**src/rtl/edge_merge_arbiter.sv**
```systemverilog
module edge_merge_arbiter #(
  parameter int NCH = 8,
  parameter int TW  = 16,
  parameter int WW  = 8,
  parameter int QD  = 4,
  parameter int OVW = 8
) (
  input  logic                 clk,
  input  logic                 rst_n,
  input  logic [1:0]           cfg_mode,
  input  logic [TW-1:0]        cfg_offset,
  input  logic [NCH-1:0]       hit_stb,
  input  logic [NCH-1:0]       hit_trail,
  input  logic [NCH*TW-1:0]    hit_time,
  input  logic                 buf_full,
  output logic                 wr_en,
  output logic [$clog2(NCH)-1:0] wr_chan,
  output logic [1:0]           wr_kind,
  output logic [TW-1:0]        wr_time,
  output logic [WW-1:0]        wr_width,
  output logic                 full_err,
  output logic [NCH*OVW-1:0]   ovf_cnt
);
  localparam int CW = $clog2(NCH);
  localparam int PW = $clog2(QD);
  localparam int QW = $clog2(QD + 1);
  localparam int EW = 2 + TW + WW;
  localparam logic [1:0] K_LEAD = 2'd0, K_TRAIL = 2'd1, K_PAIR = 2'd2;

  logic [EW-1:0]  head   [NCH];
  logic [NCH-1:0] nonempty;
  logic           gnt_vld;
  logic [CW-1:0]  gsel, last;

  for (genvar c = 0; c < NCH; c++) begin : g_ch
    logic [EW-1:0]  mem [QD];
    logic [PW-1:0]  rd, wr;
    logic [QW-1:0]  cnt;
    logic           lead_vld;
    logic [TW-1:0]  lead_raw;
    logic [OVW-1:0] ovf;
    logic           want, push, drop, pop;
    logic [1:0]     kind;
    logic [TW-1:0]  tm;
    logic [WW-1:0]  wd;

    wire [TW-1:0] t    = hit_time[c*TW +: TW];
    wire [TW-1:0] diff = t - lead_raw;
    wire [WW-1:0] wsat = (|diff[TW-1:WW]) ? '1 : diff[WW-1:0];
    wire          trl  = hit_trail[c];

    always_comb begin
      want = 1'b0;
      kind = K_LEAD;
      tm   = t + cfg_offset;
      wd   = '0;
      if (hit_stb[c]) begin
        case (cfg_mode)
          2'd0: want = !trl;
          2'd1: begin want = trl; kind = K_TRAIL; end
          2'd2: if (trl && lead_vld) begin
                  want = 1'b1;
                  kind = K_PAIR;
                  tm   = lead_raw + cfg_offset;
                  wd   = wsat;
                end
          default: begin want = 1'b1; kind = trl ? K_TRAIL : K_LEAD; end
        endcase
      end
    end

    assign push        = want && (cnt != QW'(QD));
    assign drop        = want && (cnt == QW'(QD));
    assign pop         = gnt_vld && (gsel == CW'(c));
    assign nonempty[c] = (cnt != '0);
    assign head[c]     = mem[rd];
    assign ovf_cnt[c*OVW +: OVW] = ovf;

    always_ff @(posedge clk or negedge rst_n) begin
      if (!rst_n) begin
        rd <= '0; wr <= '0; cnt <= '0;
        lead_vld <= 1'b0; lead_raw <= '0; ovf <= '0;
        for (int i = 0; i < QD; i++) mem[i] <= '0;
      end else begin
        if (push) begin
          mem[wr] <= {kind, tm, wd};
          wr <= wr + 1'b1;
        end
        if (pop) rd <= rd + 1'b1;
        if (push && !pop) cnt <= cnt + 1'b1;
        else if (pop && !push) cnt <= cnt - 1'b1;
        if (drop && ovf != '1) ovf <= ovf + 1'b1;
        if (hit_stb[c] && cfg_mode == 2'd2) begin
          lead_vld <= !trl;
          if (!trl) lead_raw <= t;
        end
      end
    end
  end

  always_comb begin
    logic [CW-1:0] idx;
    gnt_vld = 1'b0;
    gsel    = last;
    idx     = '0;
    for (int i = 1; i <= NCH; i++) begin
      idx = last + CW'(i);
      if (!gnt_vld && !buf_full && nonempty[idx]) begin
        gnt_vld = 1'b1;
        gsel    = idx;
      end
    end
  end

  always_ff @(posedge clk or negedge rst_n) begin
    if (!rst_n) begin
      wr_en <= 1'b0; wr_chan <= '0; wr_kind <= '0; wr_time <= '0; wr_width <= '0;
      last <= CW'(NCH - 1);
      full_err <= 1'b0;
    end else begin
      wr_en <= gnt_vld;
      if (gnt_vld) begin
        wr_chan <= gsel;
        {wr_kind, wr_time, wr_width} <= head[gsel];
        last <= gsel;
      end
      if (buf_full && |nonempty) full_err <= 1'b1;
    end
  end
endmodule

```
**config.mk**
```make
export PLATFORM = sky130hd
export DESIGN_NAME = edge_merge_arbiter
export DESIGN_NICKNAME = d
export VERILOG_FILES = /design/src/rtl/edge_merge_arbiter.sv
export SDC_FILE = /design/constraint.sdc
export NUM_CORES = 2
export LEC_CHECK = 0
export BUFFER_PORTS_ARGS = -buffer_cell sky130_fd_sc_hd__buf_2
export CAP_MARGIN = 15
export CORE_MARGIN = 8
export CORE_UTILIZATION = 55
export CTS_CLUSTER_DIAMETER = 50
export DETAILED_ROUTE_END_ITERATION = 16
export GPL_TIMING_DRIVEN = 0
export HOLD_SLACK_MARGIN = 0.05
export PLACE_DENSITY = 0.72
export REMOVE_ABC_BUFFERS = 1
export SETUP_SLACK_MARGIN = 0.5
export SLEW_MARGIN = 20
export SYNTH_ARGS = -nofsm -noshare
export SYNTH_HDL_FRONTEND = slang
export SYNTH_SLANG_ARGS = --single-unit
```
**constraint.sdc**
```tcl
create_clock -name clk -period 5.3 [get_ports clk]
set_clock_uncertainty 0.05 [all_clocks]
set_input_delay 1.06 -clock clk [delete_from_list [all_inputs] [get_ports clk]]
set_output_delay 1.06 -clock clk [all_outputs]
set_load 0.01 [all_outputs]
```
# After elaboration in Yosys (flattened, before gate mapping)
# Index checks and enable logic that the tools add are counted.
[word_totals] elab_cells=615 latch_bits=0 mem_bits_ro=0 register_bits=1122 ram_bits=0 n_memories=0
[classes] n_eq_ne=33 reduce_logical=155 shifts=0 magnitude_cmp=33 mul=0 add_sub_neg=71 div_mod_pow=0 n_mux=211 n_bitwise=25
[ops] cell="$bwmux W104" n=8
[ops] cell="$mux W26" n=26
[ops] cell="$bmux W26 S2" n=8
[ops] cell="$demux W26 S2" n=8
[ops] cell="$mux W16" n=24
[ops] cell="$add A16 B16 Y16" n=16
[ops] cell="$mux W8" n=32
[ops] cell="$sub A16 B16 Y16" n=8
[ops] cell="$logic_and A1 B1 Y1" n=88
[ops] cell="$bmux W26 S3" n=1
[ops] cell="$mux W3" n=24
[ops] cell="$reduce_or A8 Y1" n=9
[ops] cell="$add A8 B1 Y8 const B" n=8
[ops] cell="$ne A8 B8 Y1 const B" n=8
[ops] cell="$ge A3 B3 Y1 const B" n=16
[ops] cell="$not A2 Y3" n=16
[ops] cell="$pmux W2 S3" n=8
[ops] cell="$mux W1" n=40
[ops] cell="$eq A3 B3 Y1 const B" n=12
[ops] cell="$add A2 B1 Y2 const B" n=16
[ops] cell="$logic_not A1 Y1" n=32
[ops] cell="$lt A3 B4 Y1 const B" n=8
[ops] cell="$mux W2" n=16
[ops] cell="$add A3 B1 Y3 const B" n=9
[ops] cell="other kinds (19)" n=87

# Logic depth before layout (Yosys ltp)
[depth] ltp_word=38 mapped_depth=21 mapped_depth_nobuf=19

# Worst setup path before layout
# No wires, ideal clock.
[synth_path] path_kind="flip-flop to flip-flop" from="reg last[0]" to="reg g_ch[7].cnt[2]" n_path_buf=2 setup_slack_ns=0.632 t_arrival_ns=4.539 setup_time_ns=0.079 t_required_ns=5.171 path_stages_with_launch=20 cell_sequence="dfstp_2 -> buf_2 -> inv_2 -> ha_1 -> xnor2_1 -> mux4_2 -> nor3b_2 -> or2_1 -> a222oi_1 -> a211oi_1 -> a211oi_4 -> buf_4 -> nor2_1 -> nand2_1 -> ha_1 -> inv_1 -> fa_1 -> xor2_1 -> nor2_1 -> xor2_1"
[synth_between] elab_chain_len=38 elab_cells_between_ends=68 cone_classes="add/sub (7); eq/ne (1); mux (33); reduce/logical (27)"
[synth_lines] item="start: declaration" line="33" text="logic [CW-1:0] gsel, last;"
[synth_lines] item="start signal: assignment" line="118" text="last <= CW'(NCH - 1);"
[synth_lines] item="start signal: assignment" line="125" text="last <= gsel;"
[synth_lines] item="$add A3 B1 Y3" line="107" text="idx = last + CW'(i);"
[synth_lines] item="$bmux W1 S3" line="108" text="if (!gnt_vld && !buf_full && nonempty[idx]) begin"
[synth_lines] item="$mux W1 (implied by the code)" line="108"
[synth_lines] item="$logic_and A1 B1 Y1" line="108"
[synth_lines] item="$mux W1" line="108"
[synth_lines] item="$logic_not A1 Y1" line="108"
[synth_lines] item="$logic_and A1 B1 Y1 (2 in series)" line="108"
[synth_lines] item="$mux W1" line="108"
[synth_lines] item="[20 not listed]"
[synth_lines] item="$logic_not A1 Y1" line="108"
[synth_lines] item="$logic_and A1 B1 Y1 (2 in series)" line="108"
[synth_lines] item="$mux W3" line="108"
[synth_lines] item="$eq A3 B3 Y1" line="74" text="assign pop = gnt_vld && (gsel == CW'(c));"
[synth_lines] item="$logic_and A1 B1 Y1 *" line="74"
[synth_lines] item="$logic_not A1 Y1" line="90" text="if (push && !pop) cnt <= cnt + 1'b1;"
[synth_lines] item="$logic_and A1 B1 Y1" line="90"
[synth_lines] item="$mux W3 or $reduce_bool A2 Y1 (tied branches)"
[synth_lines] item="end signal: assignment" line="90"
[synth_lines] item="end signal: assignment" line="91" text="else if (pop && !push) cnt <= cnt - 1'b1;"
[synth_lines] item="end: declaration" line="38" text="logic [QW-1:0] cnt;"
# Mark *: on every way between the ends. The rest lies on a longest branch, timed or not. The select of a mux whose other input is x is not followed.
# A chain may end at the register's enable or synchronous reset.

# Worst setup path in the final report
[layout_path] from="in cfg_mode[0]" to="reg g_ch[3].mem[1] in the netlist's numbering"
[layout_between] elab_chain_len=4 elab_cells_between_ends=9 cone_classes="eq/ne (2); mux (5); reduce/logical (2)"
[layout_lines] item="start: declaration" line="10" text="input logic [1:0] cfg_mode,"
[layout_lines] item="$eq A2 B2 Y1, or another cell as far along" line="58" text="case (cfg_mode)"
[layout_lines] item="$pmux W1 S3 or $mux W8 (tied branches)" line="58"
[layout_lines] item="$mux W1 or $mux W8 (tied branches)" line="57" text="if (hit_stb[c]) begin"
[layout_lines] item="$logic_and A1 B1 Y1 or $bwmux W104 (tied branches)" line="72, 86"
[layout_lines] item="end signal: indexed assignment" line="86" text="mem[wr] <= {kind, tm, wd};"
[layout_lines] item="end: declaration" line="36" text="logic [EW-1:0] mem [QD];"
# Several ways; a longest one is shown, not always the timed one.

==> metrics.csv <==
metric;value;unit
status;complete, no violations;
remaining global-route overflow;0;
Max-cap violations;0;
Synth Area per Inst;9.767;um^2
final setup margin;339.2;ps
Final Cell Area;77480;um^2
Register-to-Register Setup Slack;410;ps
maximum clock rate;201.6;MHz
number of antenna violations at the first check in global routing;31;
TritonCTS clock tree;yes;
peak fanout along the critical path;20;
transition time of the tightest slew-check pin;1192;ps
Final Hold Viols;0;
final core utilization;62.83;%
post-synth cell types;77;
detailed placement HPWL;148100;um
Tcrit/Tclk final;93.60;%
most numerous cell types in the synthesized netlist;1119 x sky130_fd_sc_hd__dfrtp_1, 1081 x sky130_fd_sc_hd__nand2_1, 905 x sky130_fd_sc_hd__o21ai_0;
met2 track utilization from global routing;46.86;%
die boundary height;367.9;um
total length of routed wires;210000;um
worst-case reg-to-reg path depth;20;
number of pins exceeding their max-slew limit in the final report;0;
NumNets Final;7774;
top_reg_cell synth;sky130_fd_sc_hd__dfrtp_1;
maximum vdd ir drop;492.6;uV
Boundary Pins;260;
asr flop ratio synth;100.0;%
Die Span X;367.9;um
endpoint kind of the worst setup timing path;flip-flop;
Hold Path Class;primary input to async pin;
first-pass GRT wire length;323200;um
kind of start point of the critical path;primary input;
vias;56010;
buffers added on ports;259;
met3 Resource Use GR;8.445;%
vias in the first global route;55470;
Pre-Repair DR Iteration Count;6;
cell taking the most area after synthesis;sky130_fd_sc_hd__dfrtp_1;
gate count after technology mapping;6973;
critical setup path kind;primary input to flip-flop;
total track usage;30.27;%
Worst Path Arrival;5520;ps
endpoint of the worst-slack reg-to-reg timing path;g_ch[5].cnt[1]$_DFFE_PN0P_;
P per Cell Area;596.5;nW/um^2
met1 Resource Use GR;39.23;%
CTS Sinks;1122;
H-tree depth;4;
part of the Yosys area used for sequential elements;41.23;%
drt initial violations;5634;
pin count of the biggest net entering global routing;144;
Crit path buffers/inverters;1;
Synth Warn #;0;
routability congestion estimate from global placement;0.9120;
clock latency on the worst-skew pair;780;ps
Post-synth EDFFs;0;
clock-pin slew reported for the worst setup and hold paths after clock tree synthesis;60;ps
maximum cell stage delay along the critical path;900;ps
worst-path cell chain;buf_2, and2_1, o21ai_0, a21oi_4, and2_1, nand2_1, o21ai_0, a41oi_1;
Placement Setup Slack;-998.8;ps
number of nets with antenna violations after detailed routing;0;
synth-to-layout area growth;13.77;%
reg-to-reg startpoint;last[1]$_DFFE_PN1P_;
root buffer cell;sky130_fd_sc_hd__clkbuf_16;
setup repair after global routing missed its margin;true;
ratio of cells with drive above 1 in the final layout;16.75;%
summed instance area of the synthesized netlist;68110;um^2
most instantiated library cell after synthesis;sky130_fd_sc_hd__dfrtp_1;
area of the placeable core;123300;um^2
required arrival time at the worst endpoint;5860;ps
cell area after placement;71670;um^2
final setup vio count;0;
critical path's slowest cell;sky130_fd_sc_hd__and2_1;
mean number of vias per cell;6.265;
number of remaining DRC errors;0;
area share of the leading cell type in the synthesized netlist;41.12;%
shortest clock period the worst path allows after layout;4961;ps
Area contributors post-synth;sky130_fd_sc_hd__dfrtp_1 41%, sky130_fd_sc_hd__ha_1 7.5%, sky130_fd_sc_hd__mux4_2 7.4%, sky130_fd_sc_hd__o21ai_0 6.7%, sky130_fd_sc_hd__nand2_1 6.0%;
total leakage power;34.56;nW
number of flip-flops and latches in the synthesized netlist;1122;
Die Footprint;135300;um^2
CTS buffer count;144;
clock tree buffer depth;3;
Initial Util;55.23;%
kind of cell adding the most delay to the critical path;simple AND/OR/NAND/NOR gates;
number of placement rows;129;
Post-CTS Hold Fix Bufs;0;
final hold slack;191.8;ps
routed length per placed instance;23.49;um
highest-utilization routing layer at the global route stage;met2;
Relative slew margins;19.67;%
[worst max-delay path by stage]
stage                     slack, ps  cells past startpoint                               end           startpoint
final                           340                      8        g_ch[3].mem[1]$_DFFE_PN0P_          cfg_mode[0]
after global routing            330                     20        g_ch[5].cnt[1]$_DFFE_PN0P_  last[1]$_DFFE_PN1P_
after CTS                       390                     20        g_ch[5].cnt[1]$_DFFE_PN0P_  last[0]$_DFFE_PN1P_
after detailed placement      -1000                     19        g_ch[0].cnt[1]$_DFFE_PN0P_  last[0]$_DFFE_PN1P_
after global placement       -21300                      1  g_ch[3].lead_raw[14]$_DFFE_PN0P_                rst_n
after floorplan               -3270                     17        g_ch[4].cnt[1]$_DFFE_PN0P_  last[0]$_DFFE_PN1P_
[cell type report]
cell class	count	area, um^2
Fill cell	9885	45830
Multi-Input combinational cell	5239	38300
Sequential cell	1122	28110
Clock buffer	188	4024
Timing Repair Buffer	376	3033
Tap cell	1637	2048
Inverter	283	1105
Clock inverter	74	797.0
Antenna cell	21	52.55
Timing Repair inverter	1	8.758
[registers in the layout, summed over array words and instances, names as in the netlist]
name           flops
g_ch.mem         832
g_ch.lead_raw    128
g_ch.ovf          64
g_ch.cnt          24
g_ch.rd           16
g_ch.wr           16
wr_time           16
g_ch.lead_vld      8
wr_width           8
last               3
wr_chan            3
wr_kind            2
full_err           1
wr_en              1
[metal layers]
layer	up-vias	routed length, um
met4	8	10700
met3	511	21180
met5	-	46
met2	2274	95550
li1	25560	-
met1	27660	82550
[metrics by stage]
stage                     std cells  TNS (ps)  total power, mW
after CTS                      8896         0            45.24
after detailed placement       8606   -147720            34.55
after global routing           8930         0            48.57
final                          8941         0            46.22
after floorplan                6644   -162190            27.19
after global placement         8540         -            33.03
[repair_timing]
item / CTS / global route
setup buffers: 27 / 22
gates cloned: 1 / 1
pin swaps: 15 / 24
resized for setup: 69 / 55
setup endpoints to repair: 210 / 89
[kinds of logic (layout without fill, tap and decap cells)]
family / after synthesis / after routing / synth area share [%]
and+or+nand+nor: 2073 / 2073 / 13.39
AOI/OAI and AO/OA: 1777 / 1777 / 15.71
DFF: 1122 / 1122 / 41.23
buffers and inverters: 612 / 922 / 3.439
muxes: 591 / 591 / 13.17
adders and majority gates: 442 / 442 / 8.473
xor gates and xnor gates: 356 / 356 / 4.589
other: 0 / 21 / 0
[layout by cell type, fill, tap and decap left out, types with 99 or more instances in the layout]
master / instances
sky130_fd_sc_hd__nor2_1: 371
sky130_fd_sc_hd__xor2_1: 129
sky130_fd_sc_hd__mux4_2: 223
sky130_fd_sc_hd__ha_1: 400
sky130_fd_sc_hd__a41oi_1: 136
sky130_fd_sc_hd__clkbuf_16: 148
sky130_fd_sc_hd__nand2_1: 1062
sky130_fd_sc_hd__mux2i_1: 141
sky130_fd_sc_hd__nand3_1: 99
sky130_fd_sc_hd__nor3_1: 114
sky130_fd_sc_hd__mux2_2: 208
sky130_fd_sc_hd__dfrtp_1: 1103
sky130_fd_sc_hd__a21oi_1: 230
sky130_fd_sc_hd__inv_1: 271
sky130_fd_sc_hd__xnor2_1: 224
sky130_fd_sc_hd__buf_2: 257
sky130_fd_sc_hd__o21ai_0: 903
[where the power goes]
part / switching (mW) / total [mW] / internal (mW)
logic: 12.0 / 21.6 / 9.56
registers: 2.73 / 14.7 / 12.0
clock network: 4.09 / 9.88 / 5.79
total: 18.9 / 46.2 / 27.4
(Power assumes the default switching activity.)
